`src/rtl/twophase_pkg.sv`:
```
package twophase_pkg;

    localparam int MIN_PERIOD = 4;
    localparam int OC_NUM     = 33;
    localparam int OC_DEN     = 20;

    typedef enum logic [0:0] {
        PH_LEAD = 1'b0,
        PH_LAG  = 1'b1
    } phase_e;

    typedef struct packed {
        logic start_lead;
        logic start_lag;
        logic idle_start;
    } tb_evt_t;

    function automatic int wrap_pos(int s, int p);
        return (s >= p) ? s - p : s;
    endfunction

    function automatic bit over_limit(int avg, int nominal);
        return (avg * OC_DEN) > (nominal * OC_NUM);
    endfunction

endpackage

```
`src/rtl/tp_timebase.sv`:
```
module tp_timebase
    import twophase_pkg::*;
#(
    parameter int CNT_W = 8
) (
    input  logic             clk,
    input  logic             rst,
    input  logic             en,
    input  logic [CNT_W-1:0] period_in,
    output logic             run,
    output logic [CNT_W-1:0] cnt,
    output logic [CNT_W-1:0] per_q,
    output logic [CNT_W-1:0] third_q,
    output logic [CNT_W-1:0] lcl_lag,
    output logic [CNT_W-1:0] pin_c,
    output logic [CNT_W-1:0] third_in,
    output tb_evt_t          evt
);

    localparam logic [CNT_W-1:0] PMIN = CNT_W'(MIN_PERIOD);

    logic [CNT_W-1:0] half_q;

    always_comb begin
        pin_c          = (period_in < PMIN) ? PMIN : period_in;
        third_in       = pin_c / CNT_W'(3);
        evt.start_lead = en && (!run || (cnt == per_q - 1'b1));
        evt.idle_start = en && !run;
        evt.start_lag  = en && run && ((cnt + 1'b1) == half_q);
        lcl_lag        = (cnt >= half_q) ? (cnt - half_q) : (cnt + (per_q - half_q));
    end

    always_ff @(posedge clk) begin
        if (rst || !en) begin
            run     <= 1'b0;
            cnt     <= '0;
            per_q   <= PMIN;
            half_q  <= PMIN >> 1;
            third_q <= PMIN / CNT_W'(3);
        end else if (evt.start_lead) begin
            run     <= 1'b1;
            cnt     <= '0;
            per_q   <= pin_c;
            half_q  <= pin_c >> 1;
            third_q <= third_in;
        end else begin
            cnt <= cnt + 1'b1;
        end
    end

endmodule

```
`src/rtl/tp_balance.sv`:
```
module tp_balance
    import twophase_pkg::*;
#(
    parameter int CNT_W   = 8,
    parameter int CUR_W   = 8,
    parameter int GAIN_W  = 4,
    parameter int NOM_CUR = 50
) (
    input  logic [CNT_W-1:0]  duty_cmd,
    input  logic [CUR_W-1:0]  isen_lead,
    input  logic [CUR_W-1:0]  isen_lag,
    input  logic [GAIN_W-1:0] gain,
    input  logic [CNT_W-1:0]  per_lead,
    input  logic [CNT_W-1:0]  per_lag,
    output logic [CNT_W-1:0]  duty_lead,
    output logic [CNT_W-1:0]  duty_lag,
    output logic              oc_raw
);

    localparam int WW = CNT_W + CUR_W + GAIN_W + 4;

    logic [CUR_W:0]   sum;
    logic [CUR_W-1:0] avg;
    logic [CUR_W-1:0] own  [2];
    logic [CNT_W-1:0] per  [2];
    logic [CNT_W-1:0] dout [2];

    always_comb begin
        sum     = {1'b0, isen_lead} + {1'b0, isen_lag};
        avg     = sum[CUR_W:1];
        own[0]  = isen_lead;
        own[1]  = isen_lag;
        per[0]  = per_lead;
        per[1]  = per_lag;
        oc_raw  = over_limit(int'(avg), NOM_CUR);
    end

    for (genvar g = 0; g < 2; g++) begin : g_trim
        logic signed [WW-1:0] err, corr, raw, top;
        always_comb begin
            err  = signed'(WW'(own[g])) - signed'(WW'(avg));
            corr = err * signed'(WW'(gain));
            raw  = signed'(WW'(duty_cmd)) - corr;
            top  = signed'(WW'(per[g])) - signed'(WW'(1));
            if (raw < 0)
                dout[g] = '0;
            else if (raw > top)
                dout[g] = CNT_W'(top);
            else
                dout[g] = CNT_W'(raw);
        end
    end

    assign duty_lead = dout[PH_LEAD];
    assign duty_lag  = dout[PH_LAG];

endmodule

```
`src/rtl/tp_phase.sv`:
```
module tp_phase
    import twophase_pkg::*;
#(
    parameter int CNT_W = 8
) (
    input  logic             clk,
    input  logic             rst,
    input  logic             clr,
    input  logic             cap,
    input  logic             run,
    input  logic [CNT_W-1:0] cap_duty,
    input  logic [CNT_W-1:0] cap_third,
    input  logic [CNT_W-1:0] cap_per,
    input  logic [CNT_W-1:0] lcl,
    output logic             pwm,
    output logic             samp
);

    logic [CNT_W-1:0] duty_q;
    logic [CNT_W-1:0] spos_q;

    always_ff @(posedge clk) begin
        if (rst || clr) begin
            duty_q <= '0;
            spos_q <= '1;
        end else if (cap) begin
            duty_q <= cap_duty;
            spos_q <= CNT_W'(wrap_pos(int'(cap_duty) + int'(cap_third), int'(cap_per)));
        end
    end

    assign pwm  = run && (lcl < duty_q);
    assign samp = run && (lcl == spos_q);

endmodule

```
`src/rtl/twophase_pwm.sv`:
```
module twophase_pwm
    import twophase_pkg::*;
#(
    parameter int CNT_W   = 8,
    parameter int CUR_W   = 8,
    parameter int GAIN_W  = 4,
    parameter int NOM_CUR = 50
) (
    input  logic              clk,
    input  logic              rst,
    input  logic              en,
    input  logic [CNT_W-1:0]  period_in,
    input  logic [CNT_W-1:0]  duty_cmd,
    input  logic [CUR_W-1:0]  isen_a,
    input  logic [CUR_W-1:0]  isen_b,
    input  logic [GAIN_W-1:0] bal_gain,
    output logic              pwm_a,
    output logic              pwm_oe_a,
    output logic              pwm_b,
    output logic              pwm_oe_b,
    output logic              samp_a,
    output logic              samp_b,
    output logic              oc_flag
);

    logic             tb_run;
    logic [CNT_W-1:0] tb_cnt, tb_per, tb_third, tb_lcl_lag, tb_pin, tb_third_in;
    tb_evt_t          tb_evt;
    logic [CNT_W-1:0] d_lead, d_lag;
    logic             oc_raw;

    logic             ph_cap   [2];
    logic             ph_clr   [2];
    logic [CNT_W-1:0] ph_duty  [2];
    logic [CNT_W-1:0] ph_third [2];
    logic [CNT_W-1:0] ph_per   [2];
    logic [CNT_W-1:0] ph_lcl   [2];
    logic             ph_pwm   [2];
    logic             ph_samp  [2];

    tp_timebase #(.CNT_W(CNT_W)) u_tb (
        .clk      (clk),
        .rst      (rst),
        .en       (en),
        .period_in(period_in),
        .run      (tb_run),
        .cnt      (tb_cnt),
        .per_q    (tb_per),
        .third_q  (tb_third),
        .lcl_lag  (tb_lcl_lag),
        .pin_c    (tb_pin),
        .third_in (tb_third_in),
        .evt      (tb_evt)
    );

    tp_balance #(
        .CNT_W(CNT_W), .CUR_W(CUR_W), .GAIN_W(GAIN_W), .NOM_CUR(NOM_CUR)
    ) u_bal (
        .duty_cmd (duty_cmd),
        .isen_lead(isen_a),
        .isen_lag (isen_b),
        .gain     (bal_gain),
        .per_lead (tb_pin),
        .per_lag  (tb_per),
        .duty_lead(d_lead),
        .duty_lag (d_lag),
        .oc_raw   (oc_raw)
    );

    always_comb begin
        ph_cap[PH_LEAD]   = tb_evt.start_lead;
        ph_clr[PH_LEAD]   = !en;
        ph_duty[PH_LEAD]  = d_lead;
        ph_third[PH_LEAD] = tb_third_in;
        ph_per[PH_LEAD]   = tb_pin;
        ph_lcl[PH_LEAD]   = tb_cnt;
        ph_cap[PH_LAG]    = tb_evt.start_lag;
        ph_clr[PH_LAG]    = !en || tb_evt.idle_start;
        ph_duty[PH_LAG]   = d_lag;
        ph_third[PH_LAG]  = tb_third;
        ph_per[PH_LAG]    = tb_per;
        ph_lcl[PH_LAG]    = tb_lcl_lag;
    end

    for (genvar g = 0; g < 2; g++) begin : g_ph
        tp_phase #(.CNT_W(CNT_W)) u_ph (
            .clk      (clk),
            .rst      (rst),
            .clr      (ph_clr[g]),
            .cap      (ph_cap[g]),
            .run      (tb_run),
            .cap_duty (ph_duty[g]),
            .cap_third(ph_third[g]),
            .cap_per  (ph_per[g]),
            .lcl      (ph_lcl[g]),
            .pwm      (ph_pwm[g]),
            .samp     (ph_samp[g])
        );
    end

    always_ff @(posedge clk) begin
        if (rst) oc_flag <= 1'b0;
        else     oc_flag <= oc_raw;
    end

    assign pwm_a    = ph_pwm[PH_LEAD];
    assign pwm_b    = ph_pwm[PH_LAG];
    assign samp_a   = ph_samp[PH_LEAD];
    assign samp_b   = ph_samp[PH_LAG];
    assign pwm_oe_a = tb_run;
    assign pwm_oe_b = tb_run;

endmodule

```
`config.mk`:
```
export PLATFORM = sky130hd
export DESIGN_NAME = twophase_pwm
export DESIGN_NICKNAME = d
export VERILOG_FILES = /design/src/rtl/twophase_pkg.sv /design/src/rtl/tp_timebase.sv /design/src/rtl/tp_balance.sv /design/src/rtl/tp_phase.sv /design/src/rtl/twophase_pwm.sv
export SDC_FILE = /design/constraint.sdc
export NUM_CORES = 1
export LEC_CHECK = 0
export BUFFER_PORTS_ARGS = -buffer_cell sky130_fd_sc_hd__buf_2
export CAP_MARGIN = 40
export CELL_PAD_IN_SITES_DETAIL_PLACEMENT = 1
export CELL_PAD_IN_SITES_GLOBAL_PLACEMENT = 1
export CORE_MARGIN = 4
export CORE_UTILIZATION = 49
export CTS_CLUSTER_DIAMETER = 100
export DETAILED_ROUTE_END_ITERATION = 8
export GPL_ROUTABILITY_DRIVEN = 0
export PLACE_DENSITY_LB_ADDON = 0.1
export SETUP_SLACK_MARGIN = 0.02
export SLEW_MARGIN = 30
export SYNTH_ARGS = -nofsm -noshare
export SYNTH_HDL_FRONTEND = slang
export SYNTH_SLANG_ARGS = --single-unit
export TNS_END_PERCENT = 1
```
`constraint.sdc`:
```
create_clock -name clk -period 15.15 [get_ports clk]
set_input_delay 3.03 -clock clk [delete_from_list [all_inputs] [get_ports clk]]
set_output_delay 3.03 -clock clk [all_outputs]
set_load 0.01 [all_outputs]
```
==> flow_metrics.env <==
export IMPL_antenna_cells=0
export IMPL_rsz0062_at_grt="false"
export IMPL_die_x_um=165.1
export IMPL_synth_top_area_share=0.2420
export IMPL_drt_vias_per_instance=5.548
export IMPL_cts_root_buf="clkbuf_16"
export IMPL_start_kind="primary input"
export IMPL_num_vias=10620
export IMPL_io_pins=46
export IMPL_synth_ff_type="dfxtp_1"
export IMPL_cts_buffers=9
export IMPL_synth_edf_count=0
export IMPL_skew_ps=10.91
export IMPL_worstPathRequired_ps=15340
export IMPL_clock_path_buffers=2
export IMPL_path_buf_inv=8
export IMPL_start_util=0.4975
export IMPL_grt_max_degree=32
export IMPL_core_mm2=0.02432
export IMPL_antenna_found_initial=1
export IMPL_fmax_mhz=70.20
export IMPL_drive_gt1_frac=0.07102
export IMPL_post_route_period_util=0.9403
export IMPL_setup_tns_ps=0
export IMPL_hp_class="flip-flop to flip-flop"
export IMPL_status="finished clean"
export IMPL_tightest_slew_ps=809.8
export IMPL_grt_pass1_vias=11340
export IMPL_drt_pass1_iter_count=4
export IMPL_synth_area_leader_cell="ha_1"
export IMPL_cts_tree="built"
export IMPL_path_class="primary input to flip-flop"
export IMPL_dieHeight_um=165.1
export IMPL_final_max_slew_violation_count=0
export IMPL_yosysSeqAreaShare=0.09432
export IMPL_ys_seq_elements=57
export IMPL_path_clk_slew_ps=50
export IMPL_postRouteAntennaNets=0
export IMPL_fin_crit_ps=14250
export IMPL_yosys_top_cells_area="ha_1 (24%), fa_1 (9.9%), dfxtp_1 (9.4%)"
export IMPL_dieArea_mm2=0.02727
export IMPL_synth_area_mm2=0.01210
export IMPL_area_delta_synth_final_pct=7.943
export IMPL_rows=57
export IMPL_crit_family="adder cells"
export IMPL_nets=1919
export IMPL_cts_max_level=3
export IMPL_insertion_delay_ps=330
export IMPL_critical_path_max_stage_delay_ps=530
export IMPL_drtIter0Drc=417
export IMPL_slew_headroom=0.4601
export IMPL_worstSetupPathDepth=55
export IMPL_synth_cells=1546
export IMPL_wl_mm=33.41
export IMPL_grt_ovfl_total=0
export IMPL_cp_max_fo=9
export IMPL_reg2reg_depth=30
export IMPL_ys_warn_count=0
export IMPL_end_kind="flip-flop"
export IMPL_rrSetupSlack_ps=8020
export IMPL_netlist_cell_type_count=78
export IMPL_wl_per_cell_um=17.44
export IMPL_grt_usage=0.2489
export IMPL_place_hpwl_mm=28.07
export IMPL_crit_path_top_delay_cell="fa_1"
export IMPL_setup_viol_count_final=0
export IMPL_synthArstFlopShare=0
export IMPL_crit_arrival_ps=14430
export IMPL_drc=0
export IMPL_worstHoldPathCells=2
export IMPL_grt_first_pass_wirelength_mm=55.56
export IMPL_syn_avg_cell_area_um2=7.825
export IMPL_hold_viol=0
export IMPL_port_buffers=45
export IMPL_maxCapViolCount=0
export IMPL_cts_sinks=57
-- repair_timing --
action,4_1_cts,5_1_grt
buffers inserted,0,1
endpoints found under the setup margin,0,16
endpoints found under the hold margin,0,0
gates resized for setup,0,17
hold buffers,0,0
-- synth_stat cells, types with 6 or more instances --
cell type	n
and2_1	40
o21a_1	12
nand3_1	24
nor2_1	106
fa_1	60
a211oi_1	18
o21bai_1	21
or2_2	7
mux2i_1	18
mux2_2	8
xor2_1	39
and3_1	6
o31ai_2	7
o211ai_1	9
nand4_1	20
dfxtp_1	57
nor2b_1	33
a31oi_1	11
a21boi_0	9
o21ai_0	55
a21o_1	46
or3_1	8
inv_1	222
clkbuf_1	22
ha_1	234
a21oi_1	108
nand2_1	122
nand2b_1	19
xnor2_1	83
buf_2	10
nor3_1	17
-- final timing paths --
| check | start | endpoint |
|---|---|---|
| setup / recovery | isen_a[1] | g_ph[1].u_ph.spos_q[0] |
| hold reg to reg | g_ph[1].u_ph.duty_q[2] | g_ph[1].u_ph.duty_q[2] |
| setup reg to reg | u_tb.per_q[2] | g_ph[1].u_ph.spos_q[0] |
| hold / removal | g_ph[1].u_ph.duty_q[2] | g_ph[1].u_ph.duty_q[2] |
-- sequential cells by signal, summed over array words and instances (netlist names) --
name and count:
g_ph.u_ph.duty_q 16, g_ph.u_ph.spos_q 16, u_tb.cnt 8, u_tb.per_q 8, u_tb.third_q 7, oc_flag 1, u_tb.run 1
-- cell families (layout without fill, tap and decap cells) --
group / count (synthesis) / after routing / synth area share
and+or+nand+nor: 429 / 429 / 0.1753
muxes: 27 / 27 / 0.02327
buffers and inverters: 264 / 294 / 0.08584
adders and majority gates: 295 / 295 / 0.3421
DFF: 57 / 57 / 0.09432
other: 1 / 16 / 0.0003100
AOI/OAI and AO/OA: 351 / 351 / 0.1905
xor gates and xnor gates: 122 / 122 / 0.08832
-- cell usage in the layout (no fill, tap or decap), types with 9 or more instances in the layout --
master	instances
nor2_1	106
o21a_1	12
ha_1	234
nand2_1	121
mux2i_1	17
buf_2	45
nor3_1	17
nand2b_1	19
o21ai_0	54
a211oi_1	18
inv_1	222
xor2_1	39
nor2b_1	33
o21bai_1	21
a21o_1	46
xnor2_1	81
clkbuf_16	9
dfxtp_1	57
nand3_1	24
buf_4	10
conb_1	16
o211ai_1	9
fa_1	60
and2_1	39
a31oi_1	11
a21oi_1	105
nand4_1	20
-- layer usage --
layer  global-route usage  routed length [µm]  vias up  share of wire
met5                    0                  11        -        0.00033
met1               0.3201               15330     5145           0.46
li1                     -                   -     5331              -
met3              0.01837                 798       34          0.024
met4              0.05104                 529        2          0.016
met2               0.4568               16740      112           0.50
-- per-stage QoR --
stage                     setup WS (ps)  instance area (µm²)  utilization  hold WS [ps]  instances
after floorplan                    1353                12150            -         429.6       1561
after global routing              84.26                13060       0.5370         484.5       1915
after detailed placement          117.7                12650       0.5200         446.1       1897
after CTS                         290.7                12970       0.5335         460.2       1913
after global placement            468.8                12650       0.5200         439.7       1897
final                             904.4                13060       0.5370         461.7       1915
-- worst min-delay path: cells and delay by family (launching register included) --
family           cells  cell delay (ps)
AO/OA/AOI/OAI        1               50
flip-flops           1              320
AND/OR/NAND/NOR      1               60
-- layout make-up --
class	instances	area (µm²)
Timing Repair Buffer	56	315.3
Multi-Input combinational cell	1240	10040
Sequential cell	57	1141
Fill cell	3045	11260
Tap cell	324	405.4
Clock buffer	9	225.2
Clock inverter	7	102.6
Inverter	222	833.3
Power is left out: the tool's default activity adds up to more than one toggle a clock period on the data nets, which glitch-free logic cannot reach.
